### config.mk
export PLATFORM = sky130hd
export DESIGN_NAME = hbcell_gate_dec
export DESIGN_NICKNAME = d
export VERILOG_FILES = /design/src/rtl/hbcell_pkg.sv /design/src/rtl/hbcell_fault_map.sv /design/src/rtl/hbcell_level_sel.sv /design/src/rtl/hbcell_gate_dec.sv
export SDC_FILE = /design/constraint.sdc
export NUM_CORES = 1
export LEC_CHECK = 0
export CORE_AREA = 2 2 39 41
export CTS_BUF_LIST = sky130_fd_sc_hd__clkbuf_8
export DETAILED_ROUTE_END_ITERATION = 7
export DIE_AREA = 0 0 41 43
export PLACE_DENSITY_LB_ADDON = 0.05
export SYNTH_ARGS = -nofsm -noshare
export SYNTH_HDL_FRONTEND = slang
export SYNTH_HIERARCHICAL = 1
export SYNTH_SLANG_ARGS = --single-unit
### constraint.sdc
create_clock -name clk -period 1.4 [get_ports clk]
set_input_delay 0.28 -clock clk [delete_from_list [all_inputs] [get_ports clk]]
set_output_delay 0.28 -clock clk [all_outputs]
set_load 0.1 [all_outputs]
### src/rtl/hbcell_pkg.sv
package hbcell_pkg;
  localparam int unsigned SW_N  = 4;
  localparam int unsigned IDX_W = $clog2(SW_N);

  typedef enum logic [1:0] {
    LVL_ZERO    = 2'b00,
    LVL_POS     = 2'b01,
    LVL_OVR_NEG = 2'b10,
    LVL_NEG     = 2'b11
  } lvl_e;

  typedef enum logic [1:0] {
    LOSS_NONE = 2'b00,
    LOSS_TOP  = 2'b01,
    LOSS_BOT  = 2'b10
  } loss_e;

  // pinned leg description: leg 0 = S1/S3, leg 1 = S2/S4; val = upper switch on
  typedef struct packed {
    logic pinned;
    logic leg;
    logic val;
  } pin_t;
endpackage

### src/rtl/hbcell_fault_map.sv
module hbcell_fault_map
  import hbcell_pkg::*;
(
  input  logic             flt_vld,
  input  logic [IDX_W-1:0] flt_sw,
  input  logic             flt_short,
  output pin_t             pin,
  output loss_e            loss
);
  logic upper_sw;
  logic top_gone;

  always_comb begin
    // S1,S2 are upper switches of their legs; S3,S4 lower
    upper_sw   = ~flt_sw[1];
    pin.pinned = flt_vld;
    pin.leg    = flt_sw[0];
    // short keeps the faulty switch conducting, open keeps it off
    pin.val    = upper_sw ? flt_short : ~flt_short;
    // leg A pinned low or leg B pinned high forbids the positive state
    top_gone   = ~(pin.val ^ pin.leg);
    if (!flt_vld)      loss = LOSS_NONE;
    else if (top_gone) loss = LOSS_TOP;
    else               loss = LOSS_BOT;
  end
endmodule

### src/rtl/hbcell_level_sel.sv
module hbcell_level_sel
  import hbcell_pkg::*;
#(
  parameter bit TIE_LOW = 1'b1
) (
  input  logic [1:0] lvl_req,
  input  pin_t       pin,
  input  loss_e      loss,
  input  logic       cur_a,
  input  logic       cur_b,
  output logic       nxt_a,
  output logic       nxt_b,
  output logic       clip_hit
);
  logic [1:0] cost_hi;
  logic [1:0] cost_lo;
  logic       zero_val;
  lvl_e       req;

  always_comb begin
    cost_hi = {1'b0, ~cur_a} + {1'b0, ~cur_b};
    cost_lo = {1'b0, cur_a} + {1'b0, cur_b};
    if (pin.pinned)             zero_val = pin.val;
    else if (cost_hi < cost_lo) zero_val = 1'b1;
    else if (cost_lo < cost_hi) zero_val = 1'b0;
    else                        zero_val = ~TIE_LOW;
  end

  always_comb begin
    req      = lvl_e'(lvl_req);
    nxt_a    = zero_val;
    nxt_b    = zero_val;
    clip_hit = 1'b0;
    unique case (req)
      LVL_POS: begin
        if (loss == LOSS_TOP) clip_hit = 1'b1;
        else begin
          nxt_a = 1'b1;
          nxt_b = 1'b0;
        end
      end
      LVL_NEG: begin
        if (loss == LOSS_BOT) clip_hit = 1'b1;
        else begin
          nxt_a = 1'b0;
          nxt_b = 1'b1;
        end
      end
      LVL_OVR_NEG: begin
        clip_hit = 1'b1;
        if (loss != LOSS_BOT) begin
          nxt_a = 1'b0;
          nxt_b = 1'b1;
        end
      end
      default: ;
    endcase
  end
endmodule

### src/rtl/hbcell_gate_dec.sv
module hbcell_gate_dec
  import hbcell_pkg::*;
#(
  parameter bit TIE_LOW = 1'b1
) (
  input  logic       clk,
  input  logic       rst_n,
  input  logic [1:0] lvl_req,
  input  logic       flt_vld,
  input  logic [1:0] flt_sw,
  input  logic       flt_short,
  output logic [3:0] gate_o,
  output logic [1:0] lost_lvl_o,
  output logic       clipped_o
);
  pin_t  pin;
  loss_e loss;
  logic  a_q, b_q, a_d, b_d;
  loss_e loss_q;
  logic  clip_q, clip_d, clip_hit, clip_en;

  hbcell_fault_map i_map (
    .flt_vld  (flt_vld),
    .flt_sw   (flt_sw),
    .flt_short(flt_short),
    .pin      (pin),
    .loss     (loss)
  );

  hbcell_level_sel #(.TIE_LOW(TIE_LOW)) i_sel (
    .lvl_req (lvl_req),
    .pin     (pin),
    .loss    (loss),
    .cur_a   (a_q),
    .cur_b   (b_q),
    .nxt_a   (a_d),
    .nxt_b   (b_d),
    .clip_hit(clip_hit)
  );

  always_comb begin
    clip_en = clip_hit & ~clip_q;
    clip_d  = 1'b1;
  end

  always_ff @(posedge clk or negedge rst_n) begin
    if (!rst_n) begin
      a_q    <= 1'b0;
      b_q    <= 1'b0;
      loss_q <= LOSS_NONE;
      clip_q <= 1'b0;
    end else begin
      a_q    <= a_d;
      b_q    <= b_d;
      loss_q <= loss;
      if (clip_en) clip_q <= clip_d;
    end
  end

  assign gate_o     = {~b_q, ~a_q, b_q, a_q};
  assign lost_lvl_o = loss_q;
  assign clipped_o  = clip_q;


  prot_pin_chk: assert property (@(posedge clk) disable iff (!rst_n)
    flt_vld |=> (gate_o[$past(flt_sw)] == $past(flt_short)) &&
                (gate_o[$past(flt_sw) ^ 2'd2] == ~$past(flt_short)));


  no_top_chk: assert property (@(posedge clk) disable iff (!rst_n)
    (lost_lvl_o == LOSS_TOP) |-> (gate_o != 4'b1001));


  no_bot_chk: assert property (@(posedge clk) disable iff (!rst_n)
    (lost_lvl_o == LOSS_BOT) |-> (gate_o != 4'b0110));


  clip_sticky_chk: assert property (@(posedge clk) disable iff (!rst_n)
    clipped_o |=> clipped_o);


  zero_pair_chk: assert property (@(posedge clk) disable iff (!rst_n)
    (lvl_req == 2'b00) |=> (gate_o == 4'b0011) || (gate_o == 4'b1100));


  leg_comp_chk: assert property (@(posedge clk) disable iff (!rst_n)
    $countones(gate_o) == 2);
endmodule

**Yosys cells after proc, flatten, opt, wreduce, memory -nomap -nowiden**

Cells that the tools add are included.

- Bitwise operators: 6
- Eq/ne operators: 6
- Mux-type cells: 16
- $lt $le $gt $ge: 1
- Add/sub/neg operators: 2

Operators by type and width:

| cell | count |
|---|---|
| 1-bit 2-to-1 mux | 11 |
| 1-bit one-hot mux with 3 select lines | 3 |
| 2-bit == test, second input constant | 3 |
| 1-bit by 1-bit adder with 2-bit output | 2 |
| 2-bit by 1-bit == test with 1-bit output, second input constant | 2 |
| 2-bit 2-to-1 mux | 2 |
| 1-bit NOT | 4 |
| 2-bit less-than comparator | 1 |
| 2-bit inequality test, second input constant | 1 |
| 1-bit bitwise AND | 1 |
| 1-bit XOR | 1 |

- Input port bits: 8
- Output and inout port bits: 7
- Logic and storage cells: 35
- Register bits: 5

**Longest topological paths before layout**

- Depth after elaboration: 9
- Gate-level depth with buffers: 6
- Gate-level depth less buffers: 6

**Cells and area by module**

The synthesis kept the hierarchy.

Modules (own cells, without submodules):

| module | times used | area an instance (µm²) | cells each | sequential area each (µm²) |
|---|---|---|---|---|
| hbcell_gate_dec | 1 | 153.9 | 10 | 125.1 |
| hbcell_level_sel | 1 | 91.3 | 14 | 0.0 |
| hbcell_fault_map | 1 | 61.3 | 7 | 0.0 |

**Worst setup path after synthesis**

No wires, ideal clock.

- Kind: input to register
- Start: input flt_sw[1]
- End: register clip_q (netlist: clipped_o)
- Buffers on the path: 0
- Library setup time: 0.127 ns
- Setup slack: -0.145 ns
- Stages on the path: 6
- Data arrival time: 1.418 ns
- Required time: 1.273 ns
- Cells stage by stage: xor2_2 mux2i_1 nand2b_4 nand2_1 a32o_1 or2_1

- Longest elaborated chain between the ends: 8
- Elaborated cells between the ends (all ways): 10
- Those cells by class: eq/ne (2); mux (6); bitwise (2)

RTL lines:

| what | RTL line | RTL |
|---|---|---|
| from (decl) | hbcell_gate_dec.sv:10 | `input logic [1:0] flt_sw,` |
| 1-bit 2-to-1 mux (*) | hbcell_fault_map.sv:19 | `pin.val = upper_sw ? flt_short : ~flt_short;` |
| 1-bit XOR (*) | hbcell_fault_map.sv:21 | `top_gone = ~(pin.val ^ pin.leg);` |
| 2-bit 2-to-1 mux (*) | hbcell_fault_map.sv:23 | `else if (top_gone) loss = LOSS_TOP;` |
| 2-bit 2-to-1 mux (*) | hbcell_fault_map.sv:22 | `if (!flt_vld) loss = LOSS_NONE;` |
| via loss[0] | hbcell_gate_dec.sv:17 | `loss_e loss;` |
| 2-bit == test or 2-bit by 1-bit == test with 1-bit output (tied branches) | hbcell_level_sel.sv:43, hbcell_level_sel.sv:36 |  |
| 1-bit 2-to-1 mux (on tied branches) | hbcell_level_sel.sv:43, hbcell_level_sel.sv:36 |  |
| 1-bit one-hot mux with 3 select lines (*) | hbcell_level_sel.sv:34 | `unique case (req)` |
| via clip_hit | hbcell_gate_dec.sv:20 | `logic clip_q, clip_d, clip_hit, clip_en;` |
| 1-bit bitwise AND (*) | hbcell_gate_dec.sv:42 | `clip_en = clip_hit & ~clip_q;` |
| to (signal assigned) | hbcell_gate_dec.sv:56 | `if (clip_en) clip_q <= clip_d;` |
| to (decl) | hbcell_gate_dec.sv:20 |  |

Mark *: on every way through the listed nets, which the timed path passes. The rest lies on a longest branch.
A chain may end at the register's enable or synchronous reset.

==> flow_metrics.env <==
export IMPL_worst_hold_slack_ns=0.288
export IMPL_worst_hold_path_type="input pin to async pin"
export IMPL_drc_errors=0
export IMPL_fmax_mhz=737
export IMPL_synth_warnings=6
export IMPL_grt_pass1_wl_microns=883
export IMPL_nFillCells=130
export IMPL_netlist_area_sq_um=299
export IMPL_outcome="finished, final reports clean"
export IMPL_clockRootBuffer="clkbuf_8"
export IMPL_synthesis_nets=38
export IMPL_layout_commonest_cell="buf_12"
export IMPL_postRouteAntennaNets=0
export IMPL_vdd_drop_max_uv=329
export IMPL_total_power_mw=0.770
export IMPL_cts_buffers=3
export IMPL_n_antenna_cell=0
export IMPL_num_vias=260
export IMPL_numClockSinks=5
export IMPL_crit_fanout=3
export IMPL_die_h_microns=43
export IMPL_final_cell_mix="buf_12 (7), inv_1 (5), dfrtp_1 (5)"
export IMPL_wl_per_cell_microns=8.74
export IMPL_final_setup_worst_slack_ns=0.0430
export IMPL_cts_tree="yes"
export IMPL_final_seq_area_sq_um=125
export IMPL_reg2regPathDepth=3
export IMPL_dieArea_sq_um=1760
export IMPL_critPathKind="input pin to register"
export IMPL_clockBufferDepth=2
export IMPL_cp_data_arrival_time_ns=1.45
export IMPL_place_congestion=0.677
export IMPL_drt_wl_total_microns=568
export IMPL_via_per_inst=4.00
export IMPL_core_rowCount=14
export IMPL_drive_above_1_share=0.449
export IMPL_hold_viol_final=0
export IMPL_leakage_nw=0.285
export IMPL_drtIter0Drc=5
export IMPL_drt_first_pass_iters=4
export IMPL_slew_headroom=0.795
export IMPL_finalSetupViolCount=0
export IMPL_io_pins=15
export IMPL_cts_max_level=1
export IMPL_ctsHoldBuffers=0
export IMPL_dp_slack_ns=-0.658
export IMPL_multiInputGateArea_sq_um=161
export IMPL_p_per_area_nw_per_um2=1260
export IMPL_clk_latency_ns=0.21
export IMPL_fin_crit_ns=1.36
export IMPL_antenna_found_initial=0
export IMPL_dp_final_hpwl_microns=516
export IMPL_grt_pass1_vias=235
export IMPL_syn_inst=30
export IMPL_setup_worst_path_start_class="input pin"
export IMPL_fin_util=0.442
export IMPL_clock_skew_final_ns=0.00000290
export IMPL_drv_cap=0
export IMPL_grtUsageTotal=0.0806
export IMPL_fp_dieW_microns=41
export IMPL_path_clk_slew_ns=0.03
export IMPL_overflow=0
export IMPL_syn_to_final_growth_pct=105
export IMPL_cp_required_ns=1.50
export IMPL_finalMaxSlewViolations=0
export IMPL_avgSynthCellArea_sq_um=9.97
export IMPL_rsz0062_at_grt="true"
export IMPL_core_area_sq_um=1380
export IMPL_port_buffers=14
export IMPL_grt_start_max_net_pins=6
export IMPL_cp_end_kind="register"
export IMPL_nNetsFinal=58
export IMPL_fin_crit_sh=0.969
export IMPL_cts_setup_buffers=0
export IMPL_worst_pin_slew_ns=0.305
export IMPL_initial_core_util=0.216
sequential cells by signal, indices dropped and copies added, names as in the netlist:
signal and flops:
a_q 1, b_q 1, clipped_o 1, lost_lvl_o 2
final timing paths:
check	start	end	slack (ns)
setup / recovery	flt_short	clipped_o	0.04
hold / removal	rst_n	lost_lvl_o[1]	0.29
setup reg to reg	a_q	b_q	0.36
hold reg to reg	clipped_o	clipped_o	0.53
max in group asynchronous	rst_n	b_q	0.92
min in group clk	flt_sw[1]	lost_lvl_o[1]	0.53
timing repair:
| action | 4_1_cts | 5_1_grt |
|---|---|---|
| pin swaps | 1 | 2 |
| gates resized for setup | 11 | 7 |
| endpoints found under the setup margin | 3 | 2 |
power breakdown:
part	switching (mW)	total, mW	internal [mW]
clock network	0.0603	0.247	0.187
registers	0.0161	0.175	0.159
logic	0.209	0.348	0.139
total	0.285	0.770	0.485
worst max-delay path: stages:
cell	delay, ns
buf_8	0.10
xor2_4	0.20
mux2i_2	0.25
nand2b_4	0.17
nand2_2	0.04
a32o_1	0.19
or2_1	0.22
metal layers:
layer / part of all wire / GRT usage / up-vias
li1: - / - / 133
met1: 0.36 / 0.0847 / 114
met2: 0.53 / 0.113 / 13
met3: 0.11 / 0.0314 / 0
met4: 0 / 0.0800 / 0
met5: 0 / 0 / -
area by class of cell:
class,count,area share
clock buffers,3,0.0675
clock inverters,1,0.00613
inverters,4,0.0245
multi-input cells,18,0.264
flip-flops and latches,5,0.204
well taps,16,0.0327
repair buffers,18,0.401
through the flow:
step	std cells	area, sq um	TNS (ns)
after floorplan	30	314	-0.0701
after global placement	61	552	-1.96
after detailed placement	61	552	-2.07
after CTS	65	592	0
after global routing	65	612	-0.0196
final	65	612	0
(Power assumes the default switching activity.)
